<file path="src/rtl/core_partition_ctrl.sv">
module core_partition_ctrl #(
  parameter int THREADS = 8
) (
  input  logic                         clk,
  input  logic                         rst_n,
  input  logic                         ctl_we,
  input  logic [2:0]                   ctl_wdata,
  input  logic [THREADS-1:0]           nap,
  output logic                         unsplit_dis,
  output logic                         two_way,
  output logic                         four_way,
  output logic [2:0]                   sub_count,
  output logic [2*THREADS-1:0]         thread_subcore,
  output logic [THREADS*THREADS-1:0]   sibling_mask
);

  localparam logic [1:0] M_ONE  = 2'd0;
  localparam logic [1:0] M_TWO  = 2'd1;
  localparam logic [1:0] M_FOUR = 2'd2;
  localparam int T2 = THREADS / 2;
  localparam int T4 = THREADS / 4;
  localparam logic [THREADS-1:0] ALL = '1;

  logic [1:0] mode_q, pend_q;
  logic       pend_v, dis_q;

  wire       dis_eff   = ctl_we ? ctl_wdata[0] : dis_q;
  wire [1:0] mode_eff  = pend_v ? pend_q : mode_q;
  wire       want_two  = ctl_we & ctl_wdata[1] & ~ctl_wdata[2];
  wire       want_four = ctl_we & ctl_wdata[2] & ~ctl_wdata[1];
  wire       idle_rest = &nap[THREADS-1:1];
  wire       auto_un   = (mode_eff != M_ONE) & idle_rest & ~dis_eff;
  wire       split_go  = (mode_eff == M_ONE) & (want_two | want_four);

  always_ff @(posedge clk) begin
    if (!rst_n) begin
      mode_q <= M_ONE;
      pend_q <= M_ONE;
      pend_v <= 1'b0;
      dis_q  <= 1'b0;
    end else begin
      if (ctl_we) dis_q <= ctl_wdata[0];
      pend_v <= split_go | auto_un;
      if (split_go)     pend_q <= want_four ? M_FOUR : M_TWO;
      else if (auto_un) pend_q <= M_ONE;
      if (pend_v) mode_q <= pend_q;
    end
  end

  assign unsplit_dis = dis_q;
  assign two_way     = (mode_q == M_TWO);
  assign four_way    = (mode_q == M_FOUR);
  assign sub_count   = four_way ? 3'd4 : two_way ? 3'd2 : 3'd1;

  for (genvar t = 0; t < THREADS; t++) begin : g_thr
    localparam int I2 = t / T2;
    localparam int I4 = t / T4;
    localparam logic [THREADS-1:0] MK2 = (ALL >> (THREADS - T2)) << (I2 * T2);
    localparam logic [THREADS-1:0] MK4 = (ALL >> (THREADS - T4)) << (I4 * T4);
    assign thread_subcore[2*t +: 2] = two_way ? 2'(I2) : four_way ? 2'(I4) : 2'd0;
    assign sibling_mask[THREADS*t +: THREADS] = two_way ? MK2 : four_way ? MK4 : ALL;
  end

  p_reset_r1: assert property (@(posedge clk)
    !rst_n |=> (sub_count == 3'd1 && !two_way && !four_way && !unsplit_dis &&
                sibling_mask == {THREADS*THREADS{1'b1}}));

  p_split_lat_r2: assert property (@(posedge clk) disable iff (!rst_n)
    (split_go && want_two) |-> ##2 two_way);

  p_both_req_r3: assert property (@(posedge clk) disable iff (!rst_n)
    (ctl_we && ctl_wdata[2:1] == 2'b11 && mode_q == M_ONE && !pend_v) |-> ##2 (sub_count == 3'd1));

  p_no_cross_r4: assert property (@(posedge clk) disable iff (!rst_n)
    (two_way |=> !four_way) and (four_way |=> !two_way));

  p_auto_un_r5: assert property (@(posedge clk) disable iff (!rst_n)
    auto_un |-> ##2 (sub_count == 3'd1));

  p_dis_hold_r6: assert property (@(posedge clk) disable iff (!rst_n)
    ($past(sub_count) != 3'd1 && sub_count == 3'd1) |-> $past(!dis_eff, 2));

  p_status_r9: assert property (@(posedge clk) disable iff (!rst_n)
    $onehot0({two_way, four_way}) &&
    (sub_count == 3'd1 || sub_count == 3'd2 || sub_count == 3'd4));

endmodule

</file>
<file path="config.mk">
export PLATFORM = sky130hd
export DESIGN_NAME = core_partition_ctrl
export DESIGN_NICKNAME = d
export VERILOG_FILES = /design/src/rtl/core_partition_ctrl.sv
export SDC_FILE = /design/constraint.sdc
export NUM_CORES = 1
export LEC_CHECK = 0
export CAP_MARGIN = 0
export CORE_UTILIZATION = 32
export CTS_BUF_LIST = sky130_fd_sc_hd__clkbuf_16
export DETAILED_ROUTE_END_ITERATION = 6
export PLACE_DENSITY = 0.88
export SYNTH_ARGS = -nofsm -noshare
export SYNTH_HDL_FRONTEND = slang
export SYNTH_SLANG_ARGS = --single-unit
</file>
<file path="constraint.sdc">
create_clock -name clk -period 4.65 [get_ports clk]
set_input_delay 0.93 -clock clk [delete_from_list [all_inputs] [get_ports clk]]
set_output_delay 0.93 -clock clk [all_outputs]
set_load 0.05 [all_outputs]
</file>
* After elaboration in Yosys (flattened, before gate mapping)
Index checks and enable logic that the tools add are counted.
** Storage, ports and cells
- Output and inout port bits :: 86
- Bits of input ports :: 14
- Register bits :: 6
- Logic and storage cells :: 43
** Operators by class
- Eq/ne operators :: 2
- Muxes and demuxes :: 21
- Bitwise logic cells :: 12
- Reductions and logical operators :: 4
** Operators by type and width (number)
- 8-bit 2-to-1 mux :: 6
- 2-bit 2-to-1 mux :: 9
- 6-bit 2-to-1 mux :: 2
- 1-bit AND :: 7
- 7-bit AND reduction :: 1
- 2-bit nonzero test :: 2
- 1-bit 2-to-1 mux :: 3
- 3-bit 2-to-1 mux :: 1
- 1-bit NOT :: 3
- 2-bit by 1-bit equality test with 1-bit output, second input constant :: 1
- 2-bit equality test, second input constant :: 1
- 2-bit zero test :: 1
- 1-bit OR :: 2

* Depth between registers and ports, before layout
- Depth in word-level cells :: 6
- Gate-level depth with buffers :: 5
- Depth with buffers taken out :: 4

* Least setup slack after synthesis
Ideal clock, no wire load.
- Path type :: reg-to-output
- Start :: register mode_q[0]
- End :: output port thread_subcore[14]
- Slack :: 1387 ps
- Arrival :: 2333 ps
- Required time :: 3720 ps
- Cell stages (with the launch flop) :: 5
- Path buffers :: 1
- Cells stage by stage :: dfxtp_1 -> inv_1 -> ha_1 -> inv_1 -> buf_4
** On the way
- Word-level cells in the longest chain between the ends :: 3
- Elaborated cells between the ends (all ways) :: 4
- Classes of those cells :: 2 x eq/ne; 2 x mux
** RTL lines
- from (decl) :: RTL line 24 : logic [1:0] mode_q, pend_q;
- from (signal assigned) :: RTL line 46 : if (pend_v) mode_q <= pend_q;
- 2-bit equality test :: RTL line 52 : assign four_way = (mode_q == M_FOUR);
- 2-bit 2-to-1 mux
- 2-bit 2-to-1 mux (*)
- to (decl) :: RTL line 13 : output logic [2*THREADS-1:0] thread_subcore,
Every way passes the cells marked *; elsewhere a longest branch is shown, timed or not.

* Worst setup path in the final report
- Start :: register mode_q[0]
- End :: output port sibling_mask[57]
** On the way
- Word-level cells in the longest chain between the ends :: 3
- Elaborated cells between the ends (all ways) :: 4
- Classes of those cells :: 2 x eq/ne; 2 x mux
** RTL lines
- 2-bit equality test :: RTL line 52
- 6-bit 2-to-1 mux :: RTL line 61 : assign sibling_mask[THREADS*t +: THREADS] = two_way ? MK2 : four_way ? MK4 : ALL;
- 6-bit 2-to-1 mux (*) :: RTL line 61
- to (decl) :: RTL line 14 : output logic [THREADS*THREADS-1:0] sibling_mask
Marks and branches as above.

==> flow_summary.json <==
{
  "status": "finished with violations",
  "violations": "design-rule violations",
  "overflow": 0,
  "grt_first_pass_wirelength_um": 2390,
  "layout_commonest_cell": "clkdlybuf4s50_1",
  "path_clk_slew_ns": 0.03,
  "gp_congestion": 0.758,
  "seq_area_frac_synth": 0.123,
  "ctsResizeCount": 0,
  "h-tree-depth": 1,
  "core_area_um2": 2830,
  "rsz0062_at_grt": "false",
  "cts_made_buffers": 3,
  "cts.root.buffer_cell": "clkbuf_16",
  "start_util": 0.345,
  "setup_tns_ns": 0,
  "hp-class": "reg2reg",
  "postCtsHoldBufs": 0,
  "crit_path_end_kind": "primary output",
  "syn_to_final_growth_pct": 34.6,
  "async_reset_ff_frac": 0,
  "multi_input_area_um2": 298,
  "clock_sinks": 6,
  "grt_pass1_vias": 539,
  "dp.final_hpwl_um": 1260,
  "start_kind": "register",
  "syn_area_per_cell_um2": 7.88,
  "final_cell_mix": "clkdlybuf4s50_1, conb_1, inv_1, dfxtp_1",
  "drtIter0Drc": 26,
  "antenna_found_initial": 0,
  "fillCellCount": 286,
  "port_buffers": 76,
  "cts_setup_buffers": 0,
  "grtUsageTotal": 0.0967,
  "power.density_nw_per_um2": 242,
  "r2r-start": "mode_q[1]",
  "total_power_mw": 0.318,
  "grt_max_degree": 35,
  "layout.area.seq_um2": 120,
  "max-vdd-ir-drop_v": 0.000163,
  "die_area_um2": 3280,
  "critPathArrivalTime_ns": 2.52,
  "skew_ns": 0.00293,
  "synthDominantCellAreaShare": 0.615,
  "wire_per_inst_um": 9.45,
  "wl_um": 1640,
  "via_count": 700,
  "relSlewSlack": 0.444,
  "setup_viol": 0,
  "r2r-end": "pend_q[1]",
  "synth-seq-cells": 6,
  "worstSetupPathType": "reg2out",
  "layout.nets": 161,
  "ys.flop_type": "dfxtp_1",
  "netlist_area_um2": 977,
  "drc_errors": 8,
  "drive_gt1_frac": 0.0423,
  "p_leak_nw": 0.575,
  "synth_edf_count": 0,
  "synth.largest_area_cell": "buf_4",
  "cts_buffer_depth": 2,
  "slew_viol_final": 0,
  "whs_path_depth": 2,
  "synth-warning-count": 0,
  "netlist_top_cells_area": "buf_4, dfxtp_1, ha_1, mux2i_1, inv_1",
  "die_x_um": 57.3,
  "vias_per_cell": 4.05,
  "reg2reg_depth": 4,
  "min_period_over_period": 0.742,
  "hold_viol_final": 0,
  "dr.pass1.iters": 7,
  "drv_cap": 0,
  "io-pin-count": 100,
  "whs_endpoint": "pend_q[0]",
  "cts_tree": "yes",
  "drtAntennaViolNets": 0,
  "synth.distinct_cells": 22,
  "fmax_mhz": 290,
  "critPathRequiredTime_ns": 3.72,
  "insertedDiodeCount": 0,
  "utilization": 0.465,
  "min_period_ns": 3.45,
  "path_max_fanout": 34,
  "die_h_um": 57.3,
  "num_rows": 19,
  "holdCritStartpoint": "pend_q[0]",
  "insertion_delay_ns": 0.23,
  "syn_inst": 124,
  "tightest_slew_ns": 0.834,
  "reg2reg_slack_ns": 3.25
}
## final cells by class
type,instances,share of cell area
inverters,6,0.0171
repair buffers,76,0.578
clock buffers,3,0.0571
multi-input cells,51,0.226
flip-flops and latches,6,0.0913
well taps,31,0.0295
## worst max path at each step
stage | from | slack, ns | endpoint
final | mode_q[0] | 1.20 | sibling_mask[57]
after global routing | mode_q[0] | 0.97 | sibling_mask[56]
after CTS | mode_q[0] | 1.15 | sibling_mask[57]
after detailed placement | mode_q[0] | 1.40 | sibling_mask[51]
after global placement | mode_q[0] | 1.45 | sub_count[0]
after floorplan | mode_q[0] | 1.39 | thread_subcore[14]
## through the flow
stage / std cells / setup WS [ns] / hold WS, ns / area, um2
floorplan: 144 / 1.39 / 0.499 / 1050
global placement: 170 / 1.45 / 0.524 / 1240
detailed placement: 170 / 1.40 / 0.552 / 1240
CTS: 173 / 1.15 / 0.557 / 1320
global route: 173 / 0.973 / 0.585 / 1320
finish: 173 / 1.20 / 0.552 / 1320
## worst max-delay path, stage by stage, from the launching register on
cell and delay [ns]:
dfxtp_1 0.39, inv_1 0.09, ha_1 0.84, clkdlybuf4s50_1 0.96
## report_power, final
part | internal, mW | total (mW) | leakage, nW | switching (mW)
Combinational | 0.0315 | 0.122 | 0.489 | 0.0910
Clock | 0.110 | 0.139 | 0.0370 | 0.0284
Sequential | 0.0540 | 0.0568 | 0.0489 | 0.00276
Total | 0.196 | 0.318 | 0.575 | 0.122
## Yosys cell counts (2+ instances only)
| cell | n |
|---|---|
| nand2_1 | 2 |
| inv_1 | 6 |
| mux2i_1 | 3 |
| o31ai_1 | 2 |
| ha_1 | 3 |
| nor2_1 | 4 |
| a21oi_1 | 4 |
| conb_1 | 2 |
| buf_4 | 80 |
| dfxtp_1 | 6 |
## registers in the layout, indices dropped and copies added (netlist names)
register,cells
mode_q,2
pend_q,2
pend_v,1
unsplit_dis,1
## cell families after synthesis
kind of cell / count (synthesis) / share of synthesized area
compound gates: 10 / 0.0730
xor+xnor: 1 / 0.00896
fa+ha+maj: 3 / 0.0384
buf+inv: 87 / 0.649
flops: 6 / 0.123
mux: 3 / 0.0307
other cells: 2 / 0.00769
simple gates: 12 / 0.0691
## routing by layer
metal,up-vias,global-route usage,share of wire
li1,326,-,-
met1,305,0.0816,0.33
met2,63,0.188,0.51
met3,6,0.0317,0.13
met4,0,0.0662,0.033
met5,-,0,0
Note: power is estimated with default switching activity, not from simulation.
